[src/rtl/regwin_pkg.sv]
package regwin_pkg;
    localparam int ADDR_W = 8;
    localparam int DATA_W = 8;
    localparam int IDX_W  = 3;
    localparam int SLOTS  = 1 << IDX_W;

    localparam logic [ADDR_W-1:0] SEL_ADDR = 8'h1C;
    localparam logic [ADDR_W-1:0] WIN_ADDR = 8'h1A;

    localparam int CLK_SLOT = 5;
    localparam int PWM_SLOT = 6;

    localparam logic [SLOTS-1:0] SLOT_PRESENT =
        SLOTS'(1 << CLK_SLOT) | SLOTS'(1 << PWM_SLOT);
endpackage

[src/rtl/regwin_decode.sv]
module regwin_decode
    import regwin_pkg::*;
#(
    parameter int DIRECT_COUNT = 4
) (
    input  logic [ADDR_W-1:0]       addr,
    input  logic [IDX_W-1:0]        index,
    output logic                    sel_hit,
    output logic                    win_hit,
    output logic [DIRECT_COUNT-1:0] direct_hit,
    output logic [SLOTS-1:0]        slot_hit
);
    assign sel_hit = (addr == SEL_ADDR);
    assign win_hit = (addr == WIN_ADDR);

    for (genvar k = 0; k < DIRECT_COUNT; k++) begin : g_direct
        assign direct_hit[k] = (addr == ADDR_W'(k));
    end

    // Only implemented slots can be selected; empty slots yield no hit.
    for (genvar s = 0; s < SLOTS; s++) begin : g_slot
        assign slot_hit[s] = SLOT_PRESENT[s] && (index == IDX_W'(s));
    end
endmodule

[src/rtl/regwin_rdmux.sv]
module regwin_rdmux
    import regwin_pkg::*;
#(
    parameter int DIRECT_COUNT = 4
) (
    input  logic                                 sel_hit,
    input  logic                                 win_hit,
    input  logic [DIRECT_COUNT-1:0]              direct_hit,
    input  logic [SLOTS-1:0]                     slot_hit,
    input  logic [IDX_W-1:0]                     index,
    input  logic [SLOTS-1:0][DATA_W-1:0]         hidden,
    input  logic [DIRECT_COUNT-1:0][DATA_W-1:0]  direct,
    output logic [DATA_W-1:0]                    rdata
);
    always_comb begin
        rdata = '0;
        if (sel_hit) begin
            rdata = DATA_W'(index);
        end
        if (win_hit) begin
            for (int s = 0; s < SLOTS; s++) begin
                if (slot_hit[s]) begin
                    rdata = rdata | hidden[s];
                end
            end
        end
        for (int k = 0; k < DIRECT_COUNT; k++) begin
            if (direct_hit[k]) begin
                rdata = rdata | direct[k];
            end
        end
    end
endmodule

[src/rtl/regwin_top.sv]
module regwin_top
    import regwin_pkg::*;
#(
    parameter int DIRECT_COUNT = 4
) (
    input  logic                             clk,
    input  logic                             rst_n,
    input  logic [ADDR_W-1:0]                bus_addr,
    input  logic [DATA_W-1:0]                bus_wdata,
    input  logic                             bus_we,
    output logic [DATA_W-1:0]                bus_rdata,
    output logic [DATA_W-1:0]                clk_ctrl_o,
    output logic [DATA_W-1:0]                pwm_ctrl_o,
    output logic [DIRECT_COUNT*DATA_W-1:0]   direct_o
);
    typedef struct packed {
        logic [IDX_W-1:0]                    index;
        logic [SLOTS-1:0][DATA_W-1:0]        hidden;
        logic [DIRECT_COUNT-1:0][DATA_W-1:0] direct;
    } state_t;

    state_t st_d, st_q;

    logic                    sel_hit;
    logic                    win_hit;
    logic [DIRECT_COUNT-1:0] direct_hit;
    logic [SLOTS-1:0]        slot_hit;
    logic [IDX_W-1:0]        idx_q;

    assign idx_q = st_q.index;

    regwin_decode #(.DIRECT_COUNT(DIRECT_COUNT)) u_decode (
        .addr       (bus_addr),
        .index      (st_q.index),
        .sel_hit    (sel_hit),
        .win_hit    (win_hit),
        .direct_hit (direct_hit),
        .slot_hit   (slot_hit)
    );

    regwin_rdmux #(.DIRECT_COUNT(DIRECT_COUNT)) u_rdmux (
        .sel_hit    (sel_hit),
        .win_hit    (win_hit),
        .direct_hit (direct_hit),
        .slot_hit   (slot_hit),
        .index      (st_q.index),
        .hidden     (st_q.hidden),
        .direct     (st_q.direct),
        .rdata      (bus_rdata)
    );

    always_comb begin
        st_d = st_q;
        if (bus_we) begin
            if (sel_hit) begin
                st_d.index = bus_wdata[IDX_W-1:0];
            end
            if (win_hit) begin
                for (int s = 0; s < SLOTS; s++) begin
                    if (slot_hit[s]) begin
                        st_d.hidden[s] = bus_wdata;
                    end
                end
            end
            for (int k = 0; k < DIRECT_COUNT; k++) begin
                if (direct_hit[k]) begin
                    st_d.direct[k] = bus_wdata;
                end
            end
        end
        // Slots with no register behind them hold no storage.
        for (int s = 0; s < SLOTS; s++) begin
            if (!SLOT_PRESENT[s]) begin
                st_d.hidden[s] = '0;
            end
        end
    end

    always_ff @(posedge clk or negedge rst_n) begin
        if (!rst_n) begin
            st_q <= '0;
        end else begin
            st_q <= st_d;
        end
    end

    assign clk_ctrl_o = st_q.hidden[CLK_SLOT];
    assign pwm_ctrl_o = st_q.hidden[PWM_SLOT];
    assign direct_o   = st_q.direct;
endmodule

[config.mk]
export PLATFORM = sky130hd
export DESIGN_NAME = regwin_top
export DESIGN_NICKNAME = d
export VERILOG_FILES = /design/src/rtl/regwin_pkg.sv /design/src/rtl/regwin_decode.sv /design/src/rtl/regwin_rdmux.sv /design/src/rtl/regwin_top.sv
export SDC_FILE = /design/constraint.sdc
export NUM_CORES = 1
export LEC_CHECK = 0
export ABC_AREA = 1
export BUFFER_PORTS_ARGS = -buffer_cell sky130_fd_sc_hd__buf_2
export CORE_MARGIN = 5
export CORE_UTILIZATION = 55
export DETAILED_ROUTE_END_ITERATION = 10
export PLACE_DENSITY = 0.83
export SYNTH_ARGS = -nofsm -noshare
export SYNTH_HDL_FRONTEND = slang
export SYNTH_SLANG_ARGS = --single-unit
[constraint.sdc]
create_clock -name clk -period 2.2 [get_ports clk]
set_input_delay 0.33 -clock clk [delete_from_list [all_inputs] [get_ports clk]]
set_output_delay 0.33 -clock clk [all_outputs]
set_load 0.01 [all_outputs]
==> flow_results.org <==
** Place
- Detailed-placement wirelength estimate :: 5500 um
- After detailed placement, the design holds a cell count of 511.
- Placed cell area :: 3260 um^2
- At the end of routability-driven placement, the weighted congestion stood at 0.852.
- # port buffers :: 74

** Global routing
- Number of global-route vias before repair :: 2699
- The total overflow left after global routing is 0.
- The first global-routing pass estimated 12400 um of wire.
- Number of antenna violations at the first check in global routing :: 0
- Entering global routing, the biggest net connects 52 pins.
- All-layer global routing usage :: 23.7%

** Power and ir drop
- Of the total power, registers draw 55.7%.
- Clock share of power :: 33.0%
- In this run the power spent charging and discharging nets is 477 uW.
- The worst-case IR drop observed on VDD is 0.408 mV.
- Combinational power share :: 11.2%
- Total power divided by cell area :: 535 nW/um^2
- Leakage :: 0.00209 uW
- Post-layout power :: 1800 uW
- Internal power summed over all cells :: 1320 uW
- Switching part of the total power :: 26.5%

** Yosys
- Counting every net in the synthesized netlist gives 396.
- Leading post-synthesis cells by cell area :: sky130_fd_sc_hd__dfrtp_1 44%, sky130_fd_sc_hd__nand2_1 18%, sky130_fd_sc_hd__nand3_1 7.7%
- After synthesis the netlist holds a flip-flop and latch count of 51.
- Counting distinct cell types in the post-synthesis netlist gives 22.
- Most area-hungry cell type in the Yosys netlist :: sky130_fd_sc_hd__dfrtp_1
- Part of the Yosys area used for sequential elements :: 44.5%
- The top cell type by area accounts for 44.5% of the synthesized area.
- Dividing the synthesized area by the synthesized cell count gives 7.61 um^2.
- The cell area that synthesis handed to floorplanning was 2870 um^2.
- Counting every instance in the synthesized netlist gives 377.
- Yosys warns :: 0

** STA
- Count of endpoints failing setup in the final report :: 0
- The smallest clock period supported by the final layout is computed as 2.02 ns.
- Final Hold Violating Endpoints :: 0
- Period utilization :: 92.0%
- Based on the critical path, the design can be clocked at up to 0.494 GHz.
- Setup repair after global routing left no endpoint under its margin.
- The count of pins over their slew limit came to 0.
- Worst rel slew slack :: 57.4%
- At the pin with the least slew margin, the transition time is 0.638 ns.
- TNS Setup :: 0 ns
- For the final database, setup skew stands at 0.00748 ns.

** Routing
- Initial DRC count :: 240
- Detail-routed net length per standard cell :: 14.2 um
- The count of nets left with antenna violations once routing finished came out at 0.
- After detailed routing, the total wire length is 7350 um.
- Detailed-router iteration count before antenna repair :: 5
- Across all layers, the routed design uses 2762 vias.
- For this run, design rule violations remaining after detail routing come to 0.
- Post-detailed-route via-to-cell ratio :: 5.32

** Final layout
- # nets final :: 467
- Commonest cells after routing, fill and taps aside :: 134 x sky130_fd_sc_hd__nand2_1, 74 x sky130_fd_sc_hd__buf_2, 51 x sky130_fd_sc_hd__dfrtp_1
- After routing the design area is 3360 um^2.
- Cell Count, Final, Fillers Out :: 519
- The repair_antennas step left the layout with diodes totalling 0.
- Leaving out fill and tap cells, the most frequent cell in the layout is sky130_fd_sc_hd__nand2_1.
- Cells with a size suffix above 1 make up 26.1% of the layout.
- Layout Area Growth over Synthesis :: 17.1%

** Clock network
- Number of clock sinks :: 51
- No sink is reached through more buffers than the 2 on the longest clock path.
- The H-tree generated during clock tree synthesis spans 2 levels.
- The later pin in the worst-skew pair is clocked with a latency of 0.30 ns.
- For this design, the CTS-stage hold fixing added 0 buffers.
- Post_cts resized :: 0
- TritonCTS built the clock tree.
- In this run the clock root is driven by a sky130_fd_sc_hd__clkbuf_8.
- Total clock buffers created by CTS :: 5
- After clock tree synthesis, the clock-pin slew on the worst setup and hold paths is 0.10 ns.
- Buffers added to address setup during post-CTS repair amount to 0.

** Die
- In this run the core area contains 26 standard-cell rows.
- Die Width :: 82.2 um
- In this run the count of I/O pins placed on the die edge is 75.
- Initial cell density of the core :: 56.5%
- Area of the placeable core :: 5070 um^2
- Total Die Area :: 6760 um^2
- From bottom edge to top edge, the die measures 82.2 um.

** Run status
- The flow ran to the end, and the final reports show no timing, DRC or antenna violations.

** Critical path
- The number of cells on the worst reg-to-reg path is 4.
- Across all register-to-register paths, the minimum setup slack is 0.52 ns.
- The worst register-to-register path ends at pwm_ctrl_o[4].
- By startpoint and endpoint, the worst setup path is classified as flop to primary output.
- Worst Path Max Fanout :: 20
- Data on the critical path is required at its endpoint by 1.87 ns.
- Capturing element type of the critical path :: primary output
- Type of origin of the critical path :: flop
- Crit path DAT :: 1.69 ns
- Startpoint of the worst-slack reg-to-reg timing path :: idx_q[2]

** Flow run
- Max Cap Violations :: 0

** Min path
- Hold crit path type :: input port to async pin
[power groups by stage]
stage	registers, uW	logic [uW]	clock network, uW
after CTS	1000	205	594
final	1000	202	594
after floorplan	1030	87.8	0
after global placement	1020	198	0
after global routing	1010	228	622
after detailed placement	1020	204	0
[registers in the layout, summed over array words and instances (netlist names)]
signal	cells
direct_o	32
clk_ctrl_o	8
idx_q	3
pwm_ctrl_o	8
[worst max path at each step]
stage | startpoint | to | slack (ns)
floorplan | bus_addr[5] | bus_rdata[4] | 0.73
global placement | bus_addr[5] | bus_rdata[6] | 0.30
detailed placement | bus_addr[5] | bus_rdata[5] | 0.26
CTS | bus_addr[5] | bus_rdata[6] | 0.17
global route | bus_addr[5] | bus_rdata[6] | 0.02
finish | idx_q[2] | bus_rdata[5] | 0.18
[metal layers]
layer  global-route usage [%]  up-vias  routed length (um)
met1                     31.5     1302                3060
met4                     7.81        0                 136
met2                     39.7       95                3670
met5                        0        -                   0
met3                     3.36       13                 475
li1                         -     1352                   -
[per-stage QoR]
| stage | hold slack (ns) | utilization (%) | setup WS [ns] |
|---|---|---|---|
| finish | 0.122 | 66.2 | 0.175 |
| global route | 0.198 | 66.2 | 0.0197 |
| CTS | 0.147 | 66.2 | 0.169 |
| detailed placement | 0.474 | 64.2 | 0.259 |
| global placement | 0.476 | 64.2 | 0.305 |
| floorplan | 0.0344 | - | 0.732 |
[cells in the mapped netlist (all sizes together)]
cell type,n
nand3b,2
nor2,32
clkinv,6
o21ai,35
nand2,147
buf,10
nand4,16
nand3,44
dfrtp,51
inv,29
nor3b,1
clkbuf,4
[area by class of cell]
class | instances | area, um^2
clock buffers | 7 | 96.3
clock inverters | 1 | 7.51
inverters | 35 | 131
well taps | 70 | 87.6
fillers | 454 | 1720
flip-flops and latches | 51 | 1280
multi-input cells | 277 | 1360
repair buffers | 78 | 400
[logic make-up (layout without fill, tap and decap cells)]
| group | Yosys count | count (layout) | share of synthesized area [%] |
|---|---|---|---|
| buf+inv | 49 | 121 | 8.11 |
| compound gates | 35 | 35 | 6.37 |
| flops | 51 | 51 | 44.5 |
| simple gates | 242 | 242 | 41.0 |
[critical path, cell delays in order (launching register included)]
cell                       delay (ns)
sky130_fd_sc_hd__dfrtp_1         0.62
sky130_fd_sc_hd__nand4_1         0.20
sky130_fd_sc_hd__nand2_1         0.09
sky130_fd_sc_hd__nand2_2         0.07
sky130_fd_sc_hd__clkinv_1        0.05
sky130_fd_sc_hd__nor2_1          0.15
sky130_fd_sc_hd__nand2_1         0.06
sky130_fd_sc_hd__buf_2           0.14
Note: power is estimated with default switching activity, not from simulation.
